### src/rtl/uart_rx_pkg.sv
package uart_rx_pkg;
  localparam int unsigned DATA_W = 8;
  localparam int unsigned IDX_W  = $clog2(DATA_W);

  typedef enum logic [2:0] {
    ST_IDLE, ST_START, ST_DATA, ST_PAR, ST_STOP1, ST_STOP2, ST_BRKW, ST_HOLD
  } rx_state_e;

  typedef struct packed {
    logic [DATA_W-1:0] data;
    logic              perr;
    logic              ferr;
    logic              brk;
  } rx_char_t;
endpackage

### src/rtl/uart_rx_sync.sv
module uart_rx_sync #(
  parameter int unsigned STAGES = 2
) (
  input  logic clk_i,
  input  logic rst_ni,
  input  logic d_i,
  output logic q_o
);
  logic [STAGES-1:0] s_q;

  // idle-high line, so reset to 1
  always_ff @(posedge clk_i or negedge rst_ni) begin
    if (!rst_ni) s_q <= '1;
    else         s_q <= {s_q[STAGES-2:0], d_i};
  end

  assign q_o = s_q[STAGES-1];
endmodule

### src/rtl/uart_rx_parity.sv
module uart_rx_parity #(
  parameter int unsigned W = 8
) (
  input  logic [W-1:0] data_i,
  input  logic         par_bit_i,
  input  logic         odd_i,
  input  logic         en_i,
  output logic         err_o
);
  assign err_o = en_i & (^data_i ^ par_bit_i ^ odd_i);
endmodule

### src/rtl/uart_rx_core.sv
module uart_rx_core
  import uart_rx_pkg::*;
#(
  parameter int unsigned OSR = 16
) (
  input  logic       clk_i,
  input  logic       rst_ni,
  input  logic       tick_i,
  input  logic       rx_i,
  input  logic [1:0] nbits_sel_i,
  input  logic       par_en_i,
  input  logic       par_odd_i,
  input  logic       two_stop_i,
  output logic       valid_o,
  output rx_char_t   char_o
);
  localparam int unsigned MID   = OSR / 2 - 1;
  localparam int unsigned CNT_W = $clog2(2 * OSR);

  rx_state_e         state_q, state_d;
  logic [CNT_W-1:0]  cnt_q, cnt_d;
  logic [IDX_W-1:0]  idx_q, idx_d;
  logic [DATA_W-1:0] buf_q, buf_d;
  logic              par_q, par_d;
  logic              zero_q, zero_d;
  logic              valid_q;
  rx_char_t          char_q;

  logic              dlv, dlv_ferr, dlv_brk, rearm;
  logic              bit_end, perr;
  logic [IDX_W-1:0]  last_idx;
  logic [CNT_W-1:0]  brk_last;

  assign bit_end  = (cnt_q == CNT_W'(OSR - 1));
  assign last_idx = IDX_W'(3'd4 + {1'b0, nbits_sel_i});
  // ticks past the stop sample until the low run exceeds one character
  assign brk_last = two_stop_i ? CNT_W'(2 * OSR - MID - 1) : CNT_W'(OSR - MID - 1);

  uart_rx_parity #(.W(DATA_W)) u_par (
    .data_i   (buf_q),
    .par_bit_i(par_q),
    .odd_i    (par_odd_i),
    .en_i     (par_en_i),
    .err_o    (perr)
  );

  always_comb begin
    state_d  = state_q;
    cnt_d    = cnt_q;
    idx_d    = idx_q;
    buf_d    = buf_q;
    par_d    = par_q;
    zero_d   = zero_q;
    dlv      = 1'b0;
    dlv_ferr = 1'b0;
    dlv_brk  = 1'b0;
    rearm    = 1'b0;
    if (tick_i) begin
      unique case (state_q)
        ST_IDLE: begin
          if (!rx_i) begin
            state_d = ST_START;
            cnt_d   = CNT_W'(1);
          end
        end
        ST_START: begin
          if (cnt_q == CNT_W'(MID)) begin
            if (!rx_i) rearm = 1'b1;
            else       state_d = ST_IDLE;
          end else begin
            cnt_d = cnt_q + CNT_W'(1);
          end
        end
        ST_DATA: begin
          if (bit_end) begin
            buf_d[idx_q] = rx_i;
            zero_d       = zero_q & ~rx_i;
            cnt_d        = '0;
            if (idx_q == last_idx) state_d = par_en_i ? ST_PAR : ST_STOP1;
            else                   idx_d   = idx_q + IDX_W'(1);
          end else begin
            cnt_d = cnt_q + CNT_W'(1);
          end
        end
        ST_PAR: begin
          if (bit_end) begin
            par_d   = rx_i;
            zero_d  = zero_q & ~rx_i;
            cnt_d   = '0;
            state_d = ST_STOP1;
          end else begin
            cnt_d = cnt_q + CNT_W'(1);
          end
        end
        ST_STOP1: begin
          if (bit_end) begin
            cnt_d = '0;
            if (rx_i) begin
              if (two_stop_i) state_d = ST_STOP2;
              else begin
                dlv     = 1'b1;
                state_d = ST_IDLE;
              end
            end else if (zero_q) begin
              state_d = ST_BRKW;
            end else begin
              dlv      = 1'b1;
              dlv_ferr = 1'b1;
              rearm    = 1'b1;
            end
          end else begin
            cnt_d = cnt_q + CNT_W'(1);
          end
        end
        ST_STOP2: begin
          if (bit_end) begin
            dlv = 1'b1;
            if (rx_i) state_d = ST_IDLE;
            else begin
              dlv_ferr = 1'b1;
              rearm    = 1'b1;
            end
          end else begin
            cnt_d = cnt_q + CNT_W'(1);
          end
        end
        ST_BRKW: begin
          if (rx_i) begin
            dlv      = 1'b1;
            dlv_ferr = 1'b1;
            state_d  = ST_IDLE;
          end else if (cnt_q == brk_last) begin
            dlv     = 1'b1;
            dlv_brk = 1'b1;
            state_d = ST_HOLD;
          end else begin
            cnt_d = cnt_q + CNT_W'(1);
          end
        end
        ST_HOLD: begin
          if (rx_i) state_d = ST_IDLE;
        end
        default: state_d = ST_IDLE;
      endcase
      // low sample taken as a confirmed start bit
      if (rearm) begin
        state_d = ST_DATA;
        cnt_d   = '0;
        idx_d   = '0;
        buf_d   = '0;
        zero_d  = 1'b1;
      end
    end
  end

  always_ff @(posedge clk_i or negedge rst_ni) begin
    if (!rst_ni) begin
      state_q <= ST_IDLE;
      cnt_q   <= '0;
      idx_q   <= '0;
      buf_q   <= '0;
      par_q   <= 1'b0;
      zero_q  <= 1'b1;
    end else begin
      state_q <= state_d;
      cnt_q   <= cnt_d;
      idx_q   <= idx_d;
      buf_q   <= buf_d;
      par_q   <= par_d;
      zero_q  <= zero_d;
    end
  end

  always_ff @(posedge clk_i or negedge rst_ni) begin
    if (!rst_ni) begin
      valid_q <= 1'b0;
      char_q  <= '0;
    end else begin
      valid_q <= dlv;
      if (dlv) begin
        char_q.data <= dlv_brk ? '0 : buf_q;
        char_q.perr <= dlv_brk ? 1'b0 : perr;
        char_q.ferr <= dlv_ferr;
        char_q.brk  <= dlv_brk;
      end
    end
  end

  assign valid_o = valid_q;
  assign char_o  = char_q;
endmodule

### src/rtl/uart_rx.sv
module uart_rx
  import uart_rx_pkg::*;
#(
  parameter int unsigned OSR         = 16,
  parameter int unsigned SYNC_STAGES = 2
) (
  input  logic              clk_i,
  input  logic              rst_ni,
  input  logic              tick_i,
  input  logic              rxd_i,
  input  logic [1:0]        data_bits_i,
  input  logic              parity_en_i,
  input  logic              parity_odd_i,
  input  logic              two_stop_i,
  output logic              valid_o,
  output logic [DATA_W-1:0] data_o,
  output logic              parity_err_o,
  output logic              frame_err_o,
  output logic              break_o
);
  logic     rx_s;
  rx_char_t chr;

  uart_rx_sync #(.STAGES(SYNC_STAGES)) u_sync (
    .clk_i (clk_i),
    .rst_ni(rst_ni),
    .d_i   (rxd_i),
    .q_o   (rx_s)
  );

  uart_rx_core #(.OSR(OSR)) u_core (
    .clk_i      (clk_i),
    .rst_ni     (rst_ni),
    .tick_i     (tick_i),
    .rx_i       (rx_s),
    .nbits_sel_i(data_bits_i),
    .par_en_i   (parity_en_i),
    .par_odd_i  (parity_odd_i),
    .two_stop_i (two_stop_i),
    .valid_o    (valid_o),
    .char_o     (chr)
  );

  assign data_o       = chr.data;
  assign parity_err_o = chr.perr;
  assign frame_err_o  = chr.ferr;
  assign break_o      = chr.brk;
endmodule

### config.mk
export PLATFORM = sky130hd
export DESIGN_NAME = uart_rx
export DESIGN_NICKNAME = d
export VERILOG_FILES = /design/src/rtl/uart_rx_pkg.sv /design/src/rtl/uart_rx_sync.sv /design/src/rtl/uart_rx_parity.sv /design/src/rtl/uart_rx_core.sv /design/src/rtl/uart_rx.sv
export SDC_FILE = /design/constraint.sdc
export NUM_CORES = 1
export LEC_CHECK = 0
export BUFFER_PORTS_ARGS = -buffer_cell sky130_fd_sc_hd__buf_2
export CAP_MARGIN = 5
export CORE_MARGIN = 1.5
export CORE_UTILIZATION = 60
export DETAILED_ROUTE_END_ITERATION = 10
export GPL_TIMING_DRIVEN = 0
export MAX_ROUTING_LAYER = met4
export PLACE_DENSITY_LB_ADDON = 0.1
export SKIP_LAST_GASP = 1
export SYNTH_ARGS = -nofsm -noshare
export SYNTH_HDL_FRONTEND = slang
export SYNTH_SLANG_ARGS = --single-unit
### constraint.sdc
create_clock -name clk_i -period 5.43 [get_ports clk_i]
set_input_delay 0.543 -clock clk_i [delete_from_list [all_inputs] [get_ports clk_i]]
set_output_delay 0.543 -clock clk_i [all_outputs]
set_load 0.05 [all_outputs]
==> reports/results.tsv <==
metric	value	unit
status	finished, final reports clean	
register bit total from synthesis	35	
post-synth top area share	37.41	%
family with the most delay on the worst path	compound AO/OA/AOI/OAI gates	
CP max FO	10	
Worst Setup End Kind	flip-flop	
FMAX	390.8	MHz
largest incremental delay on the critical path	0.46	ns
Die Ht	62.73	µm
max cap viols	0	
Post-Syn Area	2141	µm²
placeable core area	3390	µm²
warnings from Yosys	0	
largest net degree at the start of global routing	36	
Clock Path Buffers	2	
DP Wirelength	3.261	mm
cell taking the most area after synthesis	dfrtp_1	
pre-CTS WS	2.911	ns
post-cts hold buffer count	0	
Synth area leaders	dfrtp_1 37%, xnor2_1 4.9%, mux2i_1 4.7%	
area delta synth->final	10.93	%
Worst Path Arrival	2.80	ns
final worst setup slack	2.871	ns
die width	62.73	µm
Avg Cell Area, Syn	9.308	µm²
DIE AREA	3935	µm²
Final Critical Period	2.559	ns
RePlAce Congestion	0.9297	
P_leak	1.170	nW
Power Density	483.1	nW/µm²
Synth Net Count	245	
GRT Overall Usage	26.79	%
row cnt	21	
initial antenna violation count	0	
post-route setup TNS	0	ns
slowest CP cell	dfrtp_1	
Distinct cells, synth	54	
grt total ovfl	0	
nets	271	
post-CTS sizing	0	
CP Cell Sequence	ha_1 -> and3_1 -> ha_1 -> nor2b_1 -> o211ai_1 -> o221ai_2 -> o2111ai_2 -> buf_4 -> a22o_1	
Post-route DRC	0	
fin crit share	47.13	%
crit path kind	flip-flop to flip-flop	
Worst-path clk slew	0.12	ns
worst vdd ir	0.2951	mV
Filler cells	264	
final count of negative-setup-slack endpoints	0	
DRT antenna net count	0	
Post-synth EDFFs	0	
vias in the first global route	1715	
drt first-iter violations	123	
Post-CTS Setup Bufs	0	
crit start category	flip-flop	
drt wl/cell	14.82	µm
post-synthesis sequential area ratio	41.09	%
vias per cell	5.756	
Initial Utilization	63.16	%
Async S/R FF share, synth	100.0	%
clk_skew	0.01517	ns
Worst EP required	5.67	ns
relative slew slack	48.06	%
TritonCTS buffer count	5	
DR vias	1744	
CTS Sinks	35	
number of cells on the critical path	9	
Routed WL	4.490	mm
Final Hold Vio Count	0	
clk root buf	clkbuf_4	
Ports	21	
crit-path most repeated cell	ha_1	
IO Port Bufs	19	
RSZ-0062 raised after global routing	false	
layout cells sized above 1	20.23	%
Slew Viols, Final	0	
crit path buf inv count	1	
Mapped Cells	230	
Initial DRT Pass Iterations	4	
first-pass GRT wire length	8.079	mm
Worst-Margin Slew	0.7792	ns
Antenna diodes	0	
r2r worst-path depth	9	
H-tree Lvls	2	
CTS tree	done	
Hold WC Path Type	input pin to asynchronous set/reset pin	
Post-synth top flop	dfrtp_1	
clock latency on the worst-skew pair	0.35	ns
==> layer usage <==
metal | up-vias | track usage (%) | part of all wire, %
li1 | 862 | - | -
met1 | 816 | 35.93 | 47
met2 | 55 | 40.46 | 45
met3 | 11 | 6.306 | 6.3
met4 | 0 | 8.611 | 2.0
met5 | - | - | 0
==> path summary, 6_finish.rpt <==
path | start | endpoint | slack [ns]
max | u_core.cnt_q[0] | u_core.char_o[0] | 2.87
min | rst_ni | u_core.cnt_q[0] | 0.25
max reg2reg | u_core.cnt_q[0] | u_core.char_o[0] | 2.87
min reg2reg | u_sync.s_q[0] | u_sync.s_q[1] | 0.36
max in group asynchronous | rst_ni | u_core.char_o[2] | 4.68
min in group clk_i | rxd_i | u_sync.s_q[0] | 0.28
==> synthesized netlist by cell type (all sizes together), types with 4 or more instances <==
master	count
inv	23
nand3	16
nand2	23
dfrtp	32
nor2	10
ha	6
o21ai	17
nor2b	4
a21oi	8
mux2i	10
o211ai	4
xnor2	12
and3	4
buf	10
==> metrics by stage <==
step	hold slack (ns)	cells	instance area, µm²	util, %	power, W
2_1_floorplan	0.2474	230	2141	-	0.0008305
3_3_place_gp	0.3497	295	2293	67.66	0.0009444
3_5_place_dp	0.3510	295	2293	67.66	0.0009554
4_1_cts	0.2664	303	2375	70.06	0.001148
5_1_grt	0.2583	303	2375	70.06	0.001226
6_report	0.2494	303	2375	70.06	0.001147
==> logic make-up after synthesis <==
group / share of synthesized area (%)
buf+inv: 7.131
mux: 5.728
flops: 41.09
fa+ha+maj: 3.507
xor+xnor: 5.728
compound gates: 18.35
simple gates: 18.47
==> area by class of cell <==
cell class                      instances  area [µm²]  share of cell area, %
Clock buffer                            5       37.54                  1.581
Clock inverter                          3       43.79                  1.844
Multi-Input combinational cell        160        1109                  46.68
Sequential cell                        35       879.6                  37.04
Inverter                               23       86.33                  3.635
Buffer                                 12       66.31                  2.792
Timing Repair Buffer                   19       95.09                  4.004
Tap cell                               46       57.56                  2.424
==> power breakdown <==
part	leakage [nW]	internal (W)	total (W)	switching [W]
logic	0.696	0.000203	0.000573	0.000370
registers	0.429	0.000329	0.000385	0.0000556
clock network	0.0452	0.0000968	0.000190	0.0000934
==> placed cells by master (no fill, tap or decap), types with 3 or more instances in the layout <==
cell type  count
o211ai_1       3
nand3_1       16
clkbuf_4       5
dfstp_2        3
nor2_1        10
nand2_1       21
o21ai_1        4
o21ai_0       13
xnor2_1       12
a21oi_1        8
dfrtp_1       32
ha_1           6
and3_1         4
buf_2         27
a2bb2oi_1      3
mux2i_1       10
nor2b_1        4
inv_1         22
==> state kept, by name (all words and copies together), names as in the netlist <==
| register | count |
|---|---|
| u_core.state_q | 3 |
| u_core.par_q | 1 |
| u_sync.s_q | 2 |
| u_core.zero_q | 1 |
| u_core.buf_q | 8 |
| u_core.cnt_q | 5 |
| u_core.idx_q | 3 |
| u_core.valid_o | 1 |
| u_core.char_o | 11 |
Power figures use the tool's default switching activity.
